$ cat src/rtl/sized_load_pkg.sv
// Shared constants and types for the sized load unit.
// Assumes a 32-bit instruction with a 7-bit opcode in bits 6:0.
package sized_load_pkg;

    localparam int INSTR_W = 32;
    localparam int OP_W    = 7;
    localparam int IMM_W   = 15;
    localparam int IMM_LO_W = 4;
    localparam int IMM_HI_W = IMM_W - IMM_LO_W;

    localparam logic [OP_W-1:0] OP_LD_WORD_IMM = 7'h01;
    localparam logic [OP_W-1:0] OP_LD_HALF_IMM = 7'h02;
    localparam logic [OP_W-1:0] OP_LD_BYTE_IMM = 7'h03;
    localparam logic [OP_W-1:0] OP_LD_WORD_REG = 7'h04;
    localparam logic [OP_W-1:0] OP_LD_HALF_REG = 7'h05;
    localparam logic [OP_W-1:0] OP_LD_BYTE_REG = 7'h06;

    // Encoded as log2 of the access size in bytes, so it is also the shift.
    typedef enum logic [1:0] {
        SZ_BYTE = 2'd0,
        SZ_HALF = 2'd1,
        SZ_WORD = 2'd2
    } acc_size_e;

    typedef struct packed {
        logic      legal;
        logic      use_imm;
        acc_size_e size;
    } ld_ctrl_t;

    typedef enum logic [1:0] {
        ST_IDLE = 2'd0,
        ST_REQ  = 2'd1,
        ST_WAIT = 2'd2
    } ld_state_e;

endpackage

$ cat src/rtl/sized_load_decode.sv
// Opcode decode and immediate rebuild for load instructions.
// Purely combinational. Assumes the caller has sliced the instruction fields.
module sized_load_decode
    import sized_load_pkg::*;
#(
    parameter int XLEN = 32
) (
    input  logic [OP_W-1:0]     opcode,
    input  logic [IMM_HI_W-1:0] imm_hi,
    input  logic [IMM_LO_W-1:0] imm_lo,
    output ld_ctrl_t            ctrl,
    output logic [XLEN-1:0]     imm_off
);

    logic [IMM_W-1:0] imm_raw;
    logic [XLEN-1:0]  imm_sext;

    // Map the opcode onto legality, offset source and access size.
    always_comb begin
        ctrl = '{legal: 1'b0, use_imm: 1'b0, size: SZ_WORD};
        case (opcode)
            OP_LD_WORD_IMM: ctrl = '{legal: 1'b1, use_imm: 1'b1, size: SZ_WORD};
            OP_LD_HALF_IMM: ctrl = '{legal: 1'b1, use_imm: 1'b1, size: SZ_HALF};
            OP_LD_BYTE_IMM: ctrl = '{legal: 1'b1, use_imm: 1'b1, size: SZ_BYTE};
            OP_LD_WORD_REG: ctrl = '{legal: 1'b1, use_imm: 1'b0, size: SZ_WORD};
            OP_LD_HALF_REG: ctrl = '{legal: 1'b1, use_imm: 1'b0, size: SZ_HALF};
            OP_LD_BYTE_REG: ctrl = '{legal: 1'b1, use_imm: 1'b0, size: SZ_BYTE};
            default:        ctrl = '{legal: 1'b0, use_imm: 1'b0, size: SZ_WORD};
        endcase
    end

    // Join the two immediate pieces and sign-extend to the data width.
    always_comb begin
        imm_raw  = {imm_hi, imm_lo};
        imm_sext = {{(XLEN-IMM_W){imm_raw[IMM_W-1]}}, imm_raw};
    end

    // Scale the offset by the access size.
    always_comb begin
        imm_off = imm_sext << ctrl.size;
    end

endmodule

$ cat src/rtl/sized_load_agen.sv
// Effective address generation and alignment check.
// Combinational. Assumes byte addressing with a 4-byte memory word.
module sized_load_agen
    import sized_load_pkg::*;
#(
    parameter int XLEN = 32
) (
    input  logic [XLEN-1:0] base_val,
    input  logic [XLEN-1:0] offs_val,
    input  logic [XLEN-1:0] imm_off,
    input  logic            use_imm,
    input  acc_size_e       size,
    output logic [XLEN-1:0] eff_addr,
    output logic            misaligned
);

    logic [XLEN-1:0] offset;

    // Choose the offset source and add it to the base.
    always_comb begin
        offset   = use_imm ? imm_off : offs_val;
        eff_addr = base_val + offset;
    end

    // An access must be aligned to its own size.
    always_comb begin
        case (size)
            SZ_WORD: misaligned = |eff_addr[1:0];
            SZ_HALF: misaligned = eff_addr[0];
            default: misaligned = 1'b0;
        endcase
    end

endmodule

$ cat src/rtl/sized_load_extract.sv
// Selects and zero-extends the addressed lane of a little-endian word.
// Combinational. Assumes the address is already aligned to the size.
module sized_load_extract
    import sized_load_pkg::*;
#(
    parameter int XLEN = 32
) (
    input  logic [XLEN-1:0] rdata,
    input  logic [1:0]      lane,
    input  acc_size_e       size,
    output logic [XLEN-1:0] value
);

    localparam int NBYTES = XLEN / 8;
    localparam int NHALVES = XLEN / 16;

    logic [7:0]  byte_lane [NBYTES];
    logic [15:0] half_lane [NHALVES];

    // Split the word into byte and halfword lanes.
    for (genvar b = 0; b < NBYTES; b++) begin : g_bytes
        assign byte_lane[b] = rdata[8*b +: 8];
    end
    for (genvar h = 0; h < NHALVES; h++) begin : g_halves
        assign half_lane[h] = rdata[16*h +: 16];
    end

    // Pick the lane for the access size and zero-extend it.
    always_comb begin
        case (size)
            SZ_BYTE: value = {{(XLEN-8){1'b0}}, byte_lane[lane]};
            SZ_HALF: value = {{(XLEN-16){1'b0}}, half_lane[lane[1]]};
            default: value = rdata;
        endcase
    end

endmodule

$ cat src/rtl/sized_load_unit.sv
// Top of the sized load unit: decodes a load, forms its address,
// issues one word read and returns the zero-extended lane.
// Assumes one load in flight; starts while busy are dropped.
module sized_load_unit
    import sized_load_pkg::*;
#(
    parameter int XLEN = 32
) (
    input  logic            clk,
    input  logic            rst_n,
    input  logic            start,
    input  logic [31:0]     instr,
    input  logic [XLEN-1:0] base_val,
    input  logic [XLEN-1:0] offs_val,
    output logic            mem_req,
    output logic [XLEN-1:0] mem_addr,
    input  logic            mem_valid,
    input  logic            mem_err,
    input  logic [XLEN-1:0] mem_rdata,
    output logic            busy,
    output logic            done,
    output logic [XLEN-1:0] result,
    output logic            fault
);

    ld_ctrl_t        ctrl;
    logic [XLEN-1:0] imm_off;
    logic [XLEN-1:0] eff_addr;
    logic            misaligned;
    logic [XLEN-1:0] lane_value;

    ld_state_e       state;
    logic [XLEN-1:0] addr_q;
    acc_size_e       size_q;
    logic            done_q;
    logic            fault_q;
    logic [XLEN-1:0] result_q;

    logic            unused_fields;
    assign unused_fields = ^instr[20:11];

    sized_load_decode #(.XLEN(XLEN)) u_decode (
        .opcode  (instr[OP_W-1:0]),
        .imm_hi  (instr[31:21]),
        .imm_lo  (instr[10:7]),
        .ctrl    (ctrl),
        .imm_off (imm_off)
    );

    sized_load_agen #(.XLEN(XLEN)) u_agen (
        .base_val   (base_val),
        .offs_val   (offs_val),
        .imm_off    (imm_off),
        .use_imm    (ctrl.use_imm),
        .size       (ctrl.size),
        .eff_addr   (eff_addr),
        .misaligned (misaligned)
    );

    sized_load_extract #(.XLEN(XLEN)) u_extract (
        .rdata (mem_rdata),
        .lane  (addr_q[1:0]),
        .size  (size_q),
        .value (lane_value)
    );

    // Sequence a load: accept, request, wait for the response, report.
    always_ff @(posedge clk) begin
        if (!rst_n) begin
            state    <= ST_IDLE;
            addr_q   <= '0;
            size_q   <= SZ_WORD;
            done_q   <= 1'b0;
            fault_q  <= 1'b0;
            result_q <= '0;
        end else begin
            done_q  <= 1'b0;
            fault_q <= 1'b0;
            case (state)
                ST_IDLE: begin
                    if (start && ctrl.legal) begin
                        if (misaligned) begin
                            fault_q <= 1'b1;
                        end else begin
                            addr_q <= eff_addr;
                            size_q <= ctrl.size;
                            state  <= ST_REQ;
                        end
                    end
                end
                ST_REQ, ST_WAIT: begin
                    if (mem_valid) begin
                        state <= ST_IDLE;
                        if (mem_err) begin
                            fault_q <= 1'b1;
                        end else begin
                            done_q   <= 1'b1;
                            result_q <= lane_value;
                        end
                    end else begin
                        state <= ST_WAIT;
                    end
                end
                default: state <= ST_IDLE;
            endcase
        end
    end

    // Drive the outputs from the registered state.
    always_comb begin
        mem_req  = (state == ST_REQ);
        mem_addr = addr_q;
        busy     = (state != ST_IDLE);
        done     = done_q;
        fault    = fault_q;
        result   = result_q;
    end

endmodule

$ cat config.mk
export PLATFORM = sky130hd
export DESIGN_NAME = sized_load_unit
export DESIGN_NICKNAME = d
export VERILOG_FILES = /design/src/rtl/sized_load_pkg.sv /design/src/rtl/sized_load_decode.sv /design/src/rtl/sized_load_agen.sv /design/src/rtl/sized_load_extract.sv /design/src/rtl/sized_load_unit.sv
export SDC_FILE = /design/constraint.sdc
export NUM_CORES = 1
export LEC_CHECK = 0
export BUFFER_PORTS_ARGS = -buffer_cell sky130_fd_sc_hd__buf_2
export CORE_MARGIN = 2
export CORE_UTILIZATION = 53
export DETAILED_ROUTE_END_ITERATION = 12
export PLACE_DENSITY = 0.82
export SLEW_MARGIN = 10
export SYNTH_ARGS = -nofsm -noshare
export SYNTH_HDL_FRONTEND = slang
export SYNTH_HIERARCHICAL = 1
export SYNTH_SLANG_ARGS = --single-unit
$ cat constraint.sdc
create_clock -name clk -period 5.65 [get_ports clk]
set_input_delay 0 -clock clk [delete_from_list [all_inputs] [get_ports clk]]
set_output_delay 0 -clock clk [all_outputs]
set_load 0.02 [all_outputs]
==> metrics.md <==
| Metric | Value |
|---|---|
| Initial antenna violation count | `0` |
| Root Driver | `clkbuf_16` |
| Status | `complete, no violations` |
| Yosys cell types | `83` |
| VDD IR max | `0.174 mV` |
| GRT Resource Usage Total | `25.5%` |
| Critical Path AT | `4.41 ns` |
| # H-tree levels | `3` |
| Num CTS Buffers | `9` |
| Post-synth EDFFs | `0` |
| Post-DP HPWL | `12800 microns` |
| Core Area | `12100 sq um` |
| Clk pin slew, worst setup/hold paths | `0.07 ns` |
| Final slew viol count | `0` |
| Highest routed layer | `met4` |
| Share of layout cells above drive strength 1 | `33.3%` |
| Yosys warns | `6` |
| DRC | `0` |
| Final ANT Viol Nets | `0` |
| First-pass GRT wire length | `28000 microns` |
| CTS tree | `yes` |
| Finished Layout Cells | `1120` |
| Final-report setup violation count | `0` |
| # diodes | `0` |
| Register bit total from synthesis | `70` |
| Die height | `116 microns` |
| Met3 WL | `1060 microns` |
| Hold WS | `0.0525 ns` |
| Hold Violations, Final | `0` |
| Comb power frac | `27.8%` |
| Clock Latency Late Sink | `0.33 ns` |
| Ys async rst share | `0%` |
| Port bufs | `190` |
| Peak Freq | `236 MHz` |
| Layout area overhead | `17.0%` |
| Iter 0 DRT Violations | `537` |
| DRT Pass-1 Iters | `6` |
| Worst Hold Class | `input port to flop` |
| Pwr dens | `201 nW/um^2` |
| Sinks on Clock Net | `70` |
| Slew @ Worst Pin | `1.18 ns` |
| DRT met1 WL | `7860 microns` |
| Congestion Overflow GR | `0` |
| Die W | `116 microns` |
| Slew HR | `21.1%` |
| Setup TNS | `0 ns` |
| Vias | `6494` |
| Top FF cell, synth | `dfxtp_1` |
| Post-synth net total | `983` |
| Post-synthesis sequential area ratio | `21.1%` |
| Final min period | `4.23 ns` |
| Final Skew | `0.00535 ns` |
| Switching share of power | `30.6%` |
| Starting Density | `54.8%` |
| P_leak | `3.42 nW` |
| Die Footprint | `13400 sq um` |
| Cell Area, Synth | `6640 sq um` |
| Mean Syn Cell Area | `8.16 sq um` |
| P_int | `1.08 mW` |
| Row count | `40` |
| Largest net degree at the start of global routing | `60` |
| Final #Nets | `1117` |
| Met2 wire len | `8320 microns` |
| IO Pins | `201` |
| Final wirelength | `17500 microns` |
| WL/cell | `15.6 microns` |
| Routability cong. | `0.853` |
| Critical path launch point type | `input port` |
| Sequential share of power | `31.8%` |
| Vias in the first global route | `5928` |
| Postcts setup bufs | `0` |
| NetSw | `0.477 mW` |
| Syn Inst Count | `813` |
| Clock network power share | `40.4%` |
| Worst EP required | `5.84 ns` |
| Cts repair resizes | `0` |
| Crit end category | `flop` |
| Crit path kind | `input port to flop` |
| RSZ-0062 raised after global routing | `no` |
| Period utilization | `74.9%` |
| Commonest non-fill, non-tap cells in the layout | `buf_2 (189), nand2_1 (120), dfxtp_1 (70)` |
| CTS Hold Bufs | `3` |
| Crit Path Max Fanout | `36` |
| CTS Buffer Depth | `2` |
| Most common cell after layout, fill and taps aside | `buf_2` |
| Placed Cells | `1101` |
| Max Cap Viol | `0` |
| Via/cell ratio | `5.80` |
## through the flow
step | power, mW | instance area (sq um) | worst slack [ns] | util, %
floorplan | 0.828 | 6640 | 1.52 | -
global placement | 0.926 | 7400 | 1.24 | 61.1
detailed placement | 0.933 | 7400 | 1.18 | 61.1
CTS | 1.57 | 7760 | 1.51 | 64.1
global route | 1.64 | 7760 | 1.15 | 64.1
finish | 1.56 | 7760 | 1.42 | 64.1
## flip-flops by register name (all words and copies together) (netlist names)
signal	count
mem_addr	32
result	32
size_q	2
state	2
done	1
fault	1
## metal layers
| layer | vias up | global-route usage, % |
|---|---|---|
| li1 | 3231 | - |
| met2 | 242 | 42.3 |
| met5 | - | 0 |
| met1 | 2994 | 34.0 |
| met4 | 0 | 8.17 |
| met3 | 27 | 3.87 |
## power groups by stage
stage / logic, mW / registers, mW / clock network, mW
global route: 0.478 / 0.497 / 0.666
CTS: 0.429 / 0.497 / 0.645
global placement: 0.418 / 0.508 / 0
floorplan: 0.318 / 0.510 / 0
detailed placement: 0.425 / 0.508 / 0
finish: 0.433 / 0.497 / 0.631
## cell families (layout without fill, tap and decap cells)
| group | Yosys count | count (layout) | synth area share, % |
|---|---|---|---|
| fa+ha+maj | 37 | 37 | 7.09 |
| flops | 70 | 70 | 21.1 |
| xor+xnor | 26 | 26 | 3.43 |
| compound gates | 248 | 248 | 27.8 |
| buf+inv | 101 | 240 | 8.24 |
| simple gates | 271 | 271 | 22.4 |
| mux | 60 | 60 | 9.96 |
## Yosys cell counts, types with 5 or more instances
| cell type | number | area, sq um |
|---|---|---|
| a21boi_1 | 31 | 233 |
| a21o_1 | 25 | 188 |
| a21oi_1 | 35 | 175 |
| a221o_1 | 8 | 80.1 |
| a222oi_1 | 12 | 120 |
| a22o_1 | 19 | 166 |
| a31oi_1 | 5 | 31.3 |
| and2_1 | 21 | 131 |
| buf_2 | 17 | 85.1 |
| buf_4 | 18 | 135 |
| buf_6 | 9 | 101 |
| clkbuf_1 | 27 | 101 |
| dfxtp_1 | 70 | 1400 |
| ha_1 | 36 | 450 |
| inv_1 | 25 | 93.8 |
| mux2_2 | 44 | 495 |
| mux2i_1 | 12 | 120 |
| nand2_1 | 120 | 450 |
| nand2b_1 | 5 | 31.3 |
| nand3_1 | 14 | 70.1 |
| nand3_2 | 27 | 270 |
| nand3b_1 | 6 | 45.0 |
| nand4_1 | 7 | 43.8 |
| nor2_1 | 21 | 78.8 |
| nor2_2 | 6 | 37.5 |
| nor2b_1 | 6 | 37.5 |
| nor3_1 | 15 | 75.1 |
| o21a_1 | 7 | 52.6 |
| o21ai_0 | 19 | 95.1 |
| o21ai_1 | 35 | 175 |
| o32ai_1 | 7 | 61.3 |
| o32ai_2 | 5 | 81.3 |
| xnor2_1 | 17 | 149 |
| xor2_1 | 9 | 78.8 |
## cell type report
| cell class | instances | area, sq um |
|---|---|---|
| Clock buffer | 9 | 225 |
| Inverter | 25 | 93.8 |
| Multi-Input combinational cell | 642 | 4700 |
| Timing Repair Buffer | 199 | 1030 |
| Tap cell | 168 | 210 |
| Fill cell | 1089 | 4350 |
| Clock inverter | 7 | 103 |
| Sequential cell | 70 | 1400 |
## path summary, 6_finish.rpt
path | start | end | slack (ns) | cells after the start
setup / recovery | instr[2] | mem_addr[28] | 1.42 | 15
hold / removal | mem_rdata[17] | result[17] | 0.05 | 4
setup reg to reg | mem_addr[1] | result[0] | 3.39 | 5
hold reg to reg | result[24] | result[24] | 0.45 | 2
## worst max-delay path, cell delays in order
cell	delay (ns)
buf_2	0.50
nor2b_1	0.14
o21ai_1	0.76
a222oi_1	0.30
mux2_2	0.34
mux2_2	0.26
ha_1	0.40
a2111oi_1	0.50
o211ai_2	0.17
nor4b_4	0.17
o31ai_4	0.32
nor4bb_1	0.09
or3_1	0.31
nand2_1	0.07
o21ai_1	0.07
Note: power is estimated with default switching activity, not from simulation.
